<file path="src/rtl/lin_irq_pkg.sv">
package lin_irq_pkg;
   localparam int NUM_ERR = 3;
   localparam int ERR_OVR = 0;
   localparam int ERR_FRM = 1;
   localparam int ERR_PAR = 2;
   localparam int EN_RX   = 0;
   localparam int EN_TX   = 1;
   localparam int EN_BRK  = 2;
   localparam int NUM_EN  = 3;
endpackage

</file>
<file path="src/rtl/lin_flag_cell.sv">
module lin_flag_cell #(
   parameter bit RST_VAL = 1'b0
) (
   input  logic clk,
   input  logic rst_n,
   input  logic set_i,
   input  logic clr_i,
   output logic q_o
);
   always_ff @(posedge clk or negedge rst_n) begin
      if (!rst_n)     q_o <= RST_VAL;
      else if (set_i) q_o <= 1'b1;
      else if (clr_i) q_o <= 1'b0;
   end

   // the set event wins over a same-cycle clear
   a_r8_set_wins: assert property (@(posedge clk) disable iff (!rst_n)
      set_i |=> q_o);
   a_r8_clear_takes: assert property (@(posedge clk) disable iff (!rst_n)
      (clr_i && !set_i) |=> !q_o);
endmodule

</file>
<file path="src/rtl/lin_rx_flags.sv">
module lin_rx_flags
   import lin_irq_pkg::*;
#(
   parameter int MODE_W = 2,
   parameter logic [(1<<MODE_W)-1:0] PAR_MASK    = '0,
   parameter logic [(1<<MODE_W)-1:0] FRM_MASK    = '0,
   parameter logic [(1<<MODE_W)-1:0] FRM_SS_MASK = '0
) (
   input  logic               clk,
   input  logic               rst_n,
   input  logic [MODE_W-1:0]  mode_i,
   input  logic               sync_ss_i,
   input  logic               rx_load_i,
   input  logic [NUM_ERR-1:0] err_ev_i,
   input  logic               data_rd_i,
   input  logic               clr_err_i,
   input  logic               flush_i,
   output logic               rx_full_o,
   output logic [NUM_ERR-1:0] err_o
);
   logic [NUM_ERR-1:0] err_ok;
   logic [NUM_ERR-1:0] err_set;

   always_comb begin
      err_ok          = '0;
      err_ok[ERR_OVR] = 1'b1;
      err_ok[ERR_FRM] = FRM_MASK[mode_i] | (FRM_SS_MASK[mode_i] & sync_ss_i);
      err_ok[ERR_PAR] = PAR_MASK[mode_i];
   end

   assign err_set = err_ev_i & err_ok;

   lin_flag_cell #(.RST_VAL(1'b0)) u_full (
      .clk(clk), .rst_n(rst_n),
      .set_i(rx_load_i), .clr_i(data_rd_i | flush_i), .q_o(rx_full_o));

   for (genvar gi = 0; gi < NUM_ERR; gi++) begin : g_err
      lin_flag_cell #(.RST_VAL(1'b0)) u_err (
         .clk(clk), .rst_n(rst_n),
         .set_i(err_set[gi]), .clr_i(clr_err_i | flush_i), .q_o(err_o[gi]));
   end

   a_r2_full_sets: assert property (@(posedge clk) disable iff (!rst_n)
      rx_load_i |=> rx_full_o);
   a_r4_parity_mode: assert property (@(posedge clk) disable iff (!rst_n)
      (!PAR_MASK[mode_i] && !err_o[ERR_PAR]) |=> !err_o[ERR_PAR]);
   a_r5_framing_mode: assert property (@(posedge clk) disable iff (!rst_n)
      (!FRM_MASK[mode_i] && !(FRM_SS_MASK[mode_i] && sync_ss_i) && !err_o[ERR_FRM])
      |=> !err_o[ERR_FRM]);
   a_r3_errors_clear: assert property (@(posedge clk) disable iff (!rst_n)
      (clr_err_i && err_ev_i == '0) |=> (err_o == '0));
   a_r9_flush: assert property (@(posedge clk) disable iff (!rst_n)
      (flush_i && !rx_load_i && err_ev_i == '0) |=> (!rx_full_o && err_o == '0));
endmodule

</file>
<file path="src/rtl/lin_brk_tx_flags.sv">
module lin_brk_tx_flags #(
   parameter int MODE_W = 2,
   parameter logic [(1<<MODE_W)-1:0] BRK_MASK = '0
) (
   input  logic              clk,
   input  logic              rst_n,
   input  logic [MODE_W-1:0] mode_i,
   input  logic              brk_ev_i,
   input  logic              brk_wr_i,
   input  logic              brk_bit_i,
   input  logic              tx_xfer_i,
   input  logic              tx_wr_i,
   input  logic              brk_gen_i,
   output logic              brk_hit_o,
   output logic              brk_det_o,
   output logic              tx_empty_o
);
   assign brk_hit_o = brk_ev_i & BRK_MASK[mode_i];

   lin_flag_cell #(.RST_VAL(1'b0)) u_brk (
      .clk(clk), .rst_n(rst_n),
      .set_i(brk_hit_o), .clr_i(brk_wr_i & ~brk_bit_i), .q_o(brk_det_o));

   lin_flag_cell #(.RST_VAL(1'b1)) u_txe (
      .clk(clk), .rst_n(rst_n),
      .set_i(tx_xfer_i), .clr_i(tx_wr_i | brk_gen_i), .q_o(tx_empty_o));

   a_r6_write_one_ignored: assert property (@(posedge clk) disable iff (!rst_n)
      (brk_wr_i && brk_bit_i && !brk_ev_i) |=> $stable(brk_det_o));
   a_r6_mode_gate: assert property (@(posedge clk) disable iff (!rst_n)
      (!BRK_MASK[mode_i] && !brk_det_o) |=> !brk_det_o);
   a_r7_txe_clear: assert property (@(posedge clk) disable iff (!rst_n)
      ((tx_wr_i || brk_gen_i) && !tx_xfer_i) |=> !tx_empty_o);
endmodule

</file>
<file path="src/rtl/lin_irq_combine.sv">
module lin_irq_combine
   import lin_irq_pkg::*;
(
   input  logic               clk,
   input  logic               rst_n,
   input  logic               en_wr_i,
   input  logic [NUM_EN-1:0]  en_wdata_i,
   input  logic               rx_full_i,
   input  logic [NUM_ERR-1:0] err_i,
   input  logic               brk_det_i,
   input  logic               tx_empty_i,
   output logic [NUM_EN-1:0]  en_o,
   output logic               rx_irq_o,
   output logic               tx_irq_o
);
   logic rx_any;

   always_ff @(posedge clk or negedge rst_n) begin
      if (!rst_n)       en_o <= '0;
      else if (en_wr_i) en_o <= en_wdata_i;
   end

   assign rx_any   = rx_full_i | (|err_i);
   assign rx_irq_o = (rx_any & en_o[EN_RX]) | (brk_det_i & en_o[EN_BRK]);
   assign tx_irq_o = tx_empty_i & en_o[EN_TX];

   a_r12_en_load: assert property (@(posedge clk) disable iff (!rst_n)
      en_wr_i |=> (en_o == $past(en_wdata_i)));
   a_r12_en_hold: assert property (@(posedge clk) disable iff (!rst_n)
      !en_wr_i |=> $stable(en_o));
endmodule

</file>
<file path="src/rtl/lin_uart_irq_ctrl.sv">
module lin_uart_irq_ctrl
   import lin_irq_pkg::*;
#(
   parameter int MODE_W = 2,
   parameter logic [(1<<MODE_W)-1:0] PAR_MODE_MASK    = 4'b0001,
   parameter logic [(1<<MODE_W)-1:0] FRM_MODE_MASK    = 4'b0011,
   parameter logic [(1<<MODE_W)-1:0] FRM_SS_MODE_MASK = 4'b0100,
   parameter logic [(1<<MODE_W)-1:0] BRK_MODE_MASK    = 4'b1000,
   parameter bit BRK_FLUSH_EN = 1'b1
) (
   input  logic              clk,
   input  logic              rst_n,
   input  logic [MODE_W-1:0] mode_i,
   input  logic              sync_ss_i,
   input  logic              brk_clr_rx_i,
   input  logic              ev_rx_load_i,
   input  logic              ev_overrun_i,
   input  logic              ev_framing_i,
   input  logic              ev_parity_i,
   input  logic              ev_break_i,
   input  logic              ev_tx_xfer_i,
   input  logic              rd_rxdata_i,
   input  logic              wr_txdata_i,
   input  logic              clr_err_wr_i,
   input  logic              clr_err_bit_i,
   input  logic              brk_flag_wr_i,
   input  logic              brk_flag_bit_i,
   input  logic              brk_gen_req_i,
   input  logic              en_wr_i,
   input  logic [2:0]        en_wdata_i,
   output logic              rx_full_o,
   output logic              overrun_o,
   output logic              framing_o,
   output logic              parity_o,
   output logic              brk_det_o,
   output logic              tx_empty_o,
   output logic              rx_ie_o,
   output logic              tx_ie_o,
   output logic              brk_ie_o,
   output logic              clr_err_rd_o,
   output logic              rx_irq_o,
   output logic              tx_irq_o
);
   localparam int NMODE = 1 << MODE_W;

   initial begin
      assert (MODE_W >= 1 && MODE_W <= 4)
         else $error("MODE_W out of range");
      assert ((FRM_MODE_MASK & FRM_SS_MODE_MASK) == '0)
         else $error("framing masks overlap");
      assert (NMODE == $bits(BRK_MODE_MASK))
         else $error("mask width mismatch");
   end

   logic [NUM_ERR-1:0] err_ev;
   logic [NUM_ERR-1:0] err_q;
   logic [NUM_EN-1:0]  en_q;
   logic               brk_hit;
   logic               flush;

   always_comb begin
      err_ev          = '0;
      err_ev[ERR_OVR] = ev_overrun_i;
      err_ev[ERR_FRM] = ev_framing_i;
      err_ev[ERR_PAR] = ev_parity_i;
   end

   if (BRK_FLUSH_EN) begin : g_flush
      assign flush = brk_hit & brk_clr_rx_i;
   end else begin : g_noflush
      logic unused_opt;
      assign unused_opt = brk_clr_rx_i;
      assign flush      = 1'b0;
   end

   lin_rx_flags #(
      .MODE_W(MODE_W), .PAR_MASK(PAR_MODE_MASK),
      .FRM_MASK(FRM_MODE_MASK), .FRM_SS_MASK(FRM_SS_MODE_MASK)
   ) u_rx (
      .clk(clk), .rst_n(rst_n), .mode_i(mode_i), .sync_ss_i(sync_ss_i),
      .rx_load_i(ev_rx_load_i), .err_ev_i(err_ev), .data_rd_i(rd_rxdata_i),
      .clr_err_i(clr_err_wr_i & clr_err_bit_i), .flush_i(flush),
      .rx_full_o(rx_full_o), .err_o(err_q));

   lin_brk_tx_flags #(.MODE_W(MODE_W), .BRK_MASK(BRK_MODE_MASK)) u_bt (
      .clk(clk), .rst_n(rst_n), .mode_i(mode_i),
      .brk_ev_i(ev_break_i), .brk_wr_i(brk_flag_wr_i), .brk_bit_i(brk_flag_bit_i),
      .tx_xfer_i(ev_tx_xfer_i), .tx_wr_i(wr_txdata_i), .brk_gen_i(brk_gen_req_i),
      .brk_hit_o(brk_hit), .brk_det_o(brk_det_o), .tx_empty_o(tx_empty_o));

   lin_irq_combine u_irq (
      .clk(clk), .rst_n(rst_n), .en_wr_i(en_wr_i), .en_wdata_i(en_wdata_i),
      .rx_full_i(rx_full_o), .err_i(err_q), .brk_det_i(brk_det_o),
      .tx_empty_i(tx_empty_o), .en_o(en_q), .rx_irq_o(rx_irq_o), .tx_irq_o(tx_irq_o));

   assign overrun_o    = err_q[ERR_OVR];
   assign framing_o    = err_q[ERR_FRM];
   assign parity_o     = err_q[ERR_PAR];
   assign rx_ie_o      = en_q[EN_RX];
   assign tx_ie_o      = en_q[EN_TX];
   assign brk_ie_o     = en_q[EN_BRK];
   assign clr_err_rd_o = 1'b0;

   a_r11_tx_request: assert property (@(posedge clk) disable iff (!rst_n)
      (ev_tx_xfer_i && tx_ie_o && !en_wr_i) |=> tx_irq_o);
   a_r10_rx_request: assert property (@(posedge clk) disable iff (!rst_n)
      (ev_rx_load_i && rx_ie_o && !en_wr_i) |=> rx_irq_o);
   a_r10_brk_request: assert property (@(posedge clk) disable iff (!rst_n)
      (brk_hit && brk_ie_o && !en_wr_i) |=> rx_irq_o);
endmodule

</file>
<file path="config.mk">
export PLATFORM = sky130hd
export DESIGN_NAME = lin_uart_irq_ctrl
export DESIGN_NICKNAME = d
export VERILOG_FILES = /design/src/rtl/lin_irq_pkg.sv /design/src/rtl/lin_flag_cell.sv /design/src/rtl/lin_rx_flags.sv /design/src/rtl/lin_brk_tx_flags.sv /design/src/rtl/lin_irq_combine.sv /design/src/rtl/lin_uart_irq_ctrl.sv
export SDC_FILE = /design/constraint.sdc
export NUM_CORES = 1
export LEC_CHECK = 0
export ABC_CLOCK_PERIOD_IN_PS = 900
export BUFFER_PORTS_ARGS = -buffer_cell sky130_fd_sc_hd__buf_2
export CORE_AREA = 2 2 39 41
export CTS_CLUSTER_DIAMETER = 30
export DETAILED_ROUTE_END_ITERATION = 10
export DIE_AREA = 0 0 41 43
export PLACE_DENSITY = 0.65
export SYNTH_ARGS = -nofsm -noshare
export SYNTH_HDL_FRONTEND = slang
export SYNTH_SLANG_ARGS = --single-unit
</file>
<file path="constraint.sdc">
create_clock -name clk -period 0.9 [get_ports clk]
set_input_delay 0.045 -clock clk [delete_from_list [all_inputs] [get_ports clk]]
set_output_delay 0.045 -clock clk [all_outputs]
set_load 0.02 [all_outputs]
</file>
Word-level counts from Yosys, hierarchy flattened
Index checks and enable logic that the tools add are counted.

cells by class
  bitwise gates (word level) = 16
  reductions and logical operators = 7
  magnitude comparators = 1
  muxes and demuxes = 18

operators by type and width
  cell                count
  $mux 1              14
  $reduce_bool 2->1   6
  $and 1x1->1         8
  $bmux 1 s2          4
  $or 1x1->1          6
  $and 3x3->3         1
  $lt 2x3->1 const B  1
  $reduce_or 3->1     1
  $not 1->1           1

word-level totals
  flip-flop bits (word level) = 9
  logic and storage cells = 49
  input bits = 23

Depth between registers and ports, before layout
  depth in word-level cells = 7
  depth in mapped cells = 3
  gate-level depth less buffers = 3

Hierarchy
Synthesis repeated with hierarchy kept, for this count alone.

unflattened totals
  cells, all modules = 40
  area, all modules = 426.7 um^2

by module, submodules not included
  module                          instances  sequential area each (um^2)  area an instance (um^2)  cells an instance
  lin_flag_cell (u_bt.u_brk ...)  5          25.0                         36.3                     3
  lin_irq_combine                 1          75.1                         131.4                    10
  lin_flag_cell (u_bt.u_txe)      1          26.3                         37.5                     3
  lin_rx_flags                    1          0.0                          33.8                     5
  lin_uart_irq_ctrl               1          0.0                          23.8                     4
  lin_brk_tx_flags                1          0.0                          18.8                     3

Worst setup path before layout
OpenSTA, ideal clock, no wires.

  path type = register to output
  start = register u_rx.g_err[1].u_err.q_o
  end = output rx_irq_o
  slack = -0.137 ns
  required time = 0.855 ns
  buffers on the path = 0
  arrival = 0.992 ns
  cell stages (with the launch flop) = 3
  path through = dfrtp_1 o41ai_1 nand2_1

between the ends
  cells in the longest elaborated chain, start to end = 4

RTL lines
  what                    RTL line                 RTL
  from (decl)             lin_flag_cell.sv:8       output logic q_o
  from (signal assigned)  lin_flag_cell.sv:11      if (!rst_n) q_o <= RST_VAL;
  from (signal assigned)  lin_flag_cell.sv:12      else if (set_i) q_o <= 1'b1;
  from (signal assigned)  lin_flag_cell.sv:13      else if (clr_i) q_o <= 1'b0;
  $reduce_or 3->1         lin_irq_combine.sv:23    assign rx_any = rx_full_i | (|err_i);
  $or 1x1->1              lin_irq_combine.sv:23
  $and 1x1->1             lin_irq_combine.sv:24    assign rx_irq_o = (rx_any & en_o[EN_RX]) | (brk_det_i & en_o[EN_BRK]);
  $or 1x1->1              lin_irq_combine.sv:24
  to (decl)               lin_uart_irq_ctrl.sv:41  output logic rx_irq_o,

No other way between the ends.

Worst setup path in the final report
  start = register u_rx.u_full.q_o
  end = output rx_irq_o

between the ends
  cells in the longest elaborated chain, start to end = 3

RTL lines
  what                    RTL line
  from (decl)             lin_flag_cell.sv:8
  from (signal assigned)  lin_flag_cell.sv:11
  from (signal assigned)  lin_flag_cell.sv:12
  from (signal assigned)  lin_flag_cell.sv:13
  $or 1x1->1              lin_irq_combine.sv:23
  $and 1x1->1             lin_irq_combine.sv:24
  $or 1x1->1              lin_irq_combine.sv:24

No other way between the ends.

==> results.py <==
metrics = {
    "yosys": {
        "synthCells": 32,
        "seq_area_frac_synth": 0.580,
        "netlist-cell-type-count": 18,
        "syn_area_per_cell_um2": 12.2,
        "synth.yosys.warnings": 0,
        "netlist_area_um2": 390,
        "post_synth_main_area_contributors": "dfrtp_1 (51%), mux2_2 (8.7%), dfstp_2 (6.7%)",
        "yosysTopAreaCellShare": 0.513,
        "synth_largest_area_cell": "dfrtp_1",
        "synthesis.nets": 55,
        "synth-seq-cells": 9,
    },
    "pwr": {
        "total_switching_power_mw": 0.321,
        "p_comb_frac": 0.316,
        "power_mw": 1.15,
        "power_report.internal_total_mw": 0.829,
        "switching_share": 0.279,
        "pwr-share-clk": 0.265,
        "pwr_density_cell_nw_per_um2": 1530,
        "worst_case_vdd_ir_drop_mv": 0.853,
        "leakage_nw": 0.386,
        "seqPwrFrac": 0.419,
    },
    "cells_and_area": {
        "multi_input_area_um2": 163,
        "fill_cells": 133,
        "nNetsFinal": 102,
        "num_antenna_cells": 0,
        "register_area_um2": 229,
        "share_of_layout_cells_above_drive_strength_1": 0.654,
        "flow.area_growth_from_synthesis_pct": 92.9,
    },
    "timing": {
        "rsz_0062_raised_after_global_routing": "true",
        "clock_skew_ns": 0,
        "final.period_utilization": 1.40,
        "report.final.hold_viol_count": 0,
        "post-route-min-period_ns": 1.26,
        "fmax_mhz": 793,
        "postLayoutSetupSlackWorst_ns": -0.360,
        "final_max_slew_viol_count": 0,
        "setup_viol": 9,
    },
    "place": {
        "gpl.final_weighted_congestion": 0.609,
        "hpwlAfterDp_um": 776,
        "numPortBuffers": 33,
        "detailedPlace.worstSlack_ns": -0.106,
    },
    "global_route": {
        "grt_start_max_net_pins": 10,
        "grt_use_total": 0.123,
        "antenna_found_initial": 0,
        "first_pass_grt_wire_length_um": 1360,
        "grt_pass1_vias": 357,
        "globalRoute.totalOverflow": 0,
    },
    "cts": {
        "htree_num_levels": 1,
        "worst_skew_pair.late_latency_ns": 0.26,
        "clkSlewWorstSetupHoldPaths_ns": 0.06,
        "ctsLongestPathBuffers": 2,
        "cts_num_sinks": 9,
        "cts_buf_count": 3,
        "clock_tree_from_tritoncts": "built",
        "root_buffer": "clkbuf_4",
    },
    "setup_path": {
        "rr_startpoint": "u_rx.g_err[2].u_err.q_o$_DFFE_PN0P_",
        "worst-setup-path-type": "reg -> out",
        "worstSetupStartpointType": "register",
        "regToRegEndpoint": "u_rx.g_err[2].u_err.q_o$_DFFE_PN0P_",
        "crit_path_slowest_cell": "dfrtp_1",
        "timing.critical_path.fanout_max": 2,
        "reg2reg_setup_slack_ns": -0.06,
        "critPathMaxStageDelay_ns": 0.39,
        "worstSetupEndpointType": "output port",
        "critical_path.n_buffers_inverters": 1,
        "crit_family": "flip-flops",
        "required_ns": 0.85,
        "worstPathCellList": "o41ai_2, nand2_1, buf_6",
        "worst_r2r_path_depth": 3,
        "timing.critical_path.arrival_ns": 1.22,
    },
    "drt": {
        "met2WireLength_um": 494,
        "detail_route.vias_per_cell": 4.44,
        "num_vias": 417,
        "wl_met3_um": 78,
        "initial_drc_count": 0,
        "detail_route.wirelength.met1_um": 379,
        "dr.max_layer_used": "met4",
        "route.detailed.wl_per_inst_um": 10.3,
        "overall_routed_net_length_um": 971,
        "drc_errors": 0,
        "detail_route.first_pass.iterations": 1,
        "ant_nets": 0,
    },
    "hold_path": {
        "holdPathStages": 2,
        "min-delay-path-class": "in -> reg",
        "holdCritStartpoint": "ev_framing_i",
        "whs_endpoint": "u_rx.g_err[1].u_err.q_o$_DFFE_PN0P_",
    },
    "die": {
        "fp.dieW_um": 41,
        "dieHeight_um": 43,
        "num_io_pins": 35,
        "start_util": 0.282,
        "fp-row-count": 14,
        "core_um2": 1380,
        "die-area_um2": 1760,
    },
    "run": {
        "drv.max_cap_violation_count": 0,
    },
    "status": {
        "failing_checks": "setup timing",
        "result_of_the_run": "finished with violations",
    },
}
-- metrics by stage --
| stage | cells | cell area [µm²] | TNS, ns | util | hold WS, ns |
|---|---|---|---|---|---|
| 6_report | 94 | 753 | -0.992 | 0.544 | 0.0197 |
| 5_1_grt | 94 | 753 | -1.29 | 0.544 | 0.0132 |
| 4_1_cts | 93 | 739 | -1.05 | 0.534 | 0.0177 |
| 3_5_place_dp | 84 | 608 | -0.106 | 0.439 | -0.101 |
| 3_3_place_gp | 84 | 608 | -0.0850 | 0.439 | -0.102 |
| 2_1_floorplan | 32 | 400 | -0.0942 | - | -0.251 |
-- cell usage in the layout (no fill, tap or decap), types with 3 or more instances in the layout --
cell type and instances:
dfrtp_1 6, dlygate4sd3_1 4, buf_2 25, buf_6 11, clkbuf_4 3, buf_4 3, mux2_2 3
-- synthesized netlist by cell type (all sizes together) --
library cell	n
a21o	2
a21oi	1
a22o	2
a32o	1
and2	1
and4	1
buf	1
conb	1
dfrtp	8
dfstp	1
inv	1
mux2	3
nand2	2
nand2b	2
nor2	2
o21ai	1
o21bai	1
o41ai	1
-- flip-flops by register name (all words and copies together), names as in the netlist --
name and cells:
u_bt.u_brk.q_o 1, u_bt.u_txe.q_o 1, u_irq.en_o 3, u_rx.g_err.u_err.q_o 3, u_rx.u_full.q_o 1
-- power by group through the flow --
stage | logic [mW] | clock network, mW | registers [mW]
after floorplan | 0.0815 | 0 | 0.537
after global placement | 0.274 | 0 | 0.484
after detailed placement | 0.277 | 0 | 0.485
after CTS | 0.355 | 0.315 | 0.481
after global routing | 0.393 | 0.338 | 0.486
final | 0.364 | 0.305 | 0.481
-- worst max path at each step --
stage | start | to | slack [ns] | cells past startpoint
6_report | u_rx.u_full.q_o$_DFFE_PN0P_ | rx_irq_o | -0.36 | 3
5_1_grt | u_rx.u_full.q_o$_DFFE_PN0P_ | rx_irq_o | -0.43 | 3
4_1_cts | u_rx.u_full.q_o$_DFFE_PN0P_ | rx_irq_o | -0.38 | 3
3_5_place_dp | u_rx.g_err[1].u_err.q_o$_DFFE_PN0P_ | rx_irq_o | -0.11 | 3
3_3_place_gp | u_rx.g_err[1].u_err.q_o$_DFFE_PN0P_ | rx_irq_o | -0.09 | 3
2_1_floorplan | u_rx.g_err[1].u_err.q_o$_DFFE_PN0P_ | rx_irq_o | -0.09 | 2
-- cells by family (layout without fill, tap and decap cells) --
| group | count (synthesis) | in the layout | synth area share |
|---|---|---|---|
| AOI/OAI and AO/OA | 9 | 9 | 0.186 |
| other | 1 | 1 | 0.00961 |
| DFF | 9 | 9 | 0.580 |
| muxes | 3 | 3 | 0.0865 |
| and+or+nand+nor | 8 | 8 | 0.109 |
| buffers and inverters | 2 | 48 | 0.0288 |
-- area by class of cell --
cell class	instances	area share
clock buffer	4	0.0349
inverter	1	0.00498
multi-input combinational	21	0.216
sequential	9	0.304
tap	16	0.0266
timing repair buffer	43	0.414
-- repair_timing --
action,4_1_cts,5_1_grt
hold buffers,4,0
setup buffers,1,2
pin swaps,3,0
resized for setup,18,3
endpoints found under the hold margin,12,0
setup endpoints to repair,7,10
gates cloned,0,0
-- routing by layer --
metal	global-route usage	vias to the layer above
met3	0.0628	2
met1	0.122	194
li1	-	204
met5	0	-
met4	0.0600	0
met2	0.200	17
(Power assumes the default switching activity.)
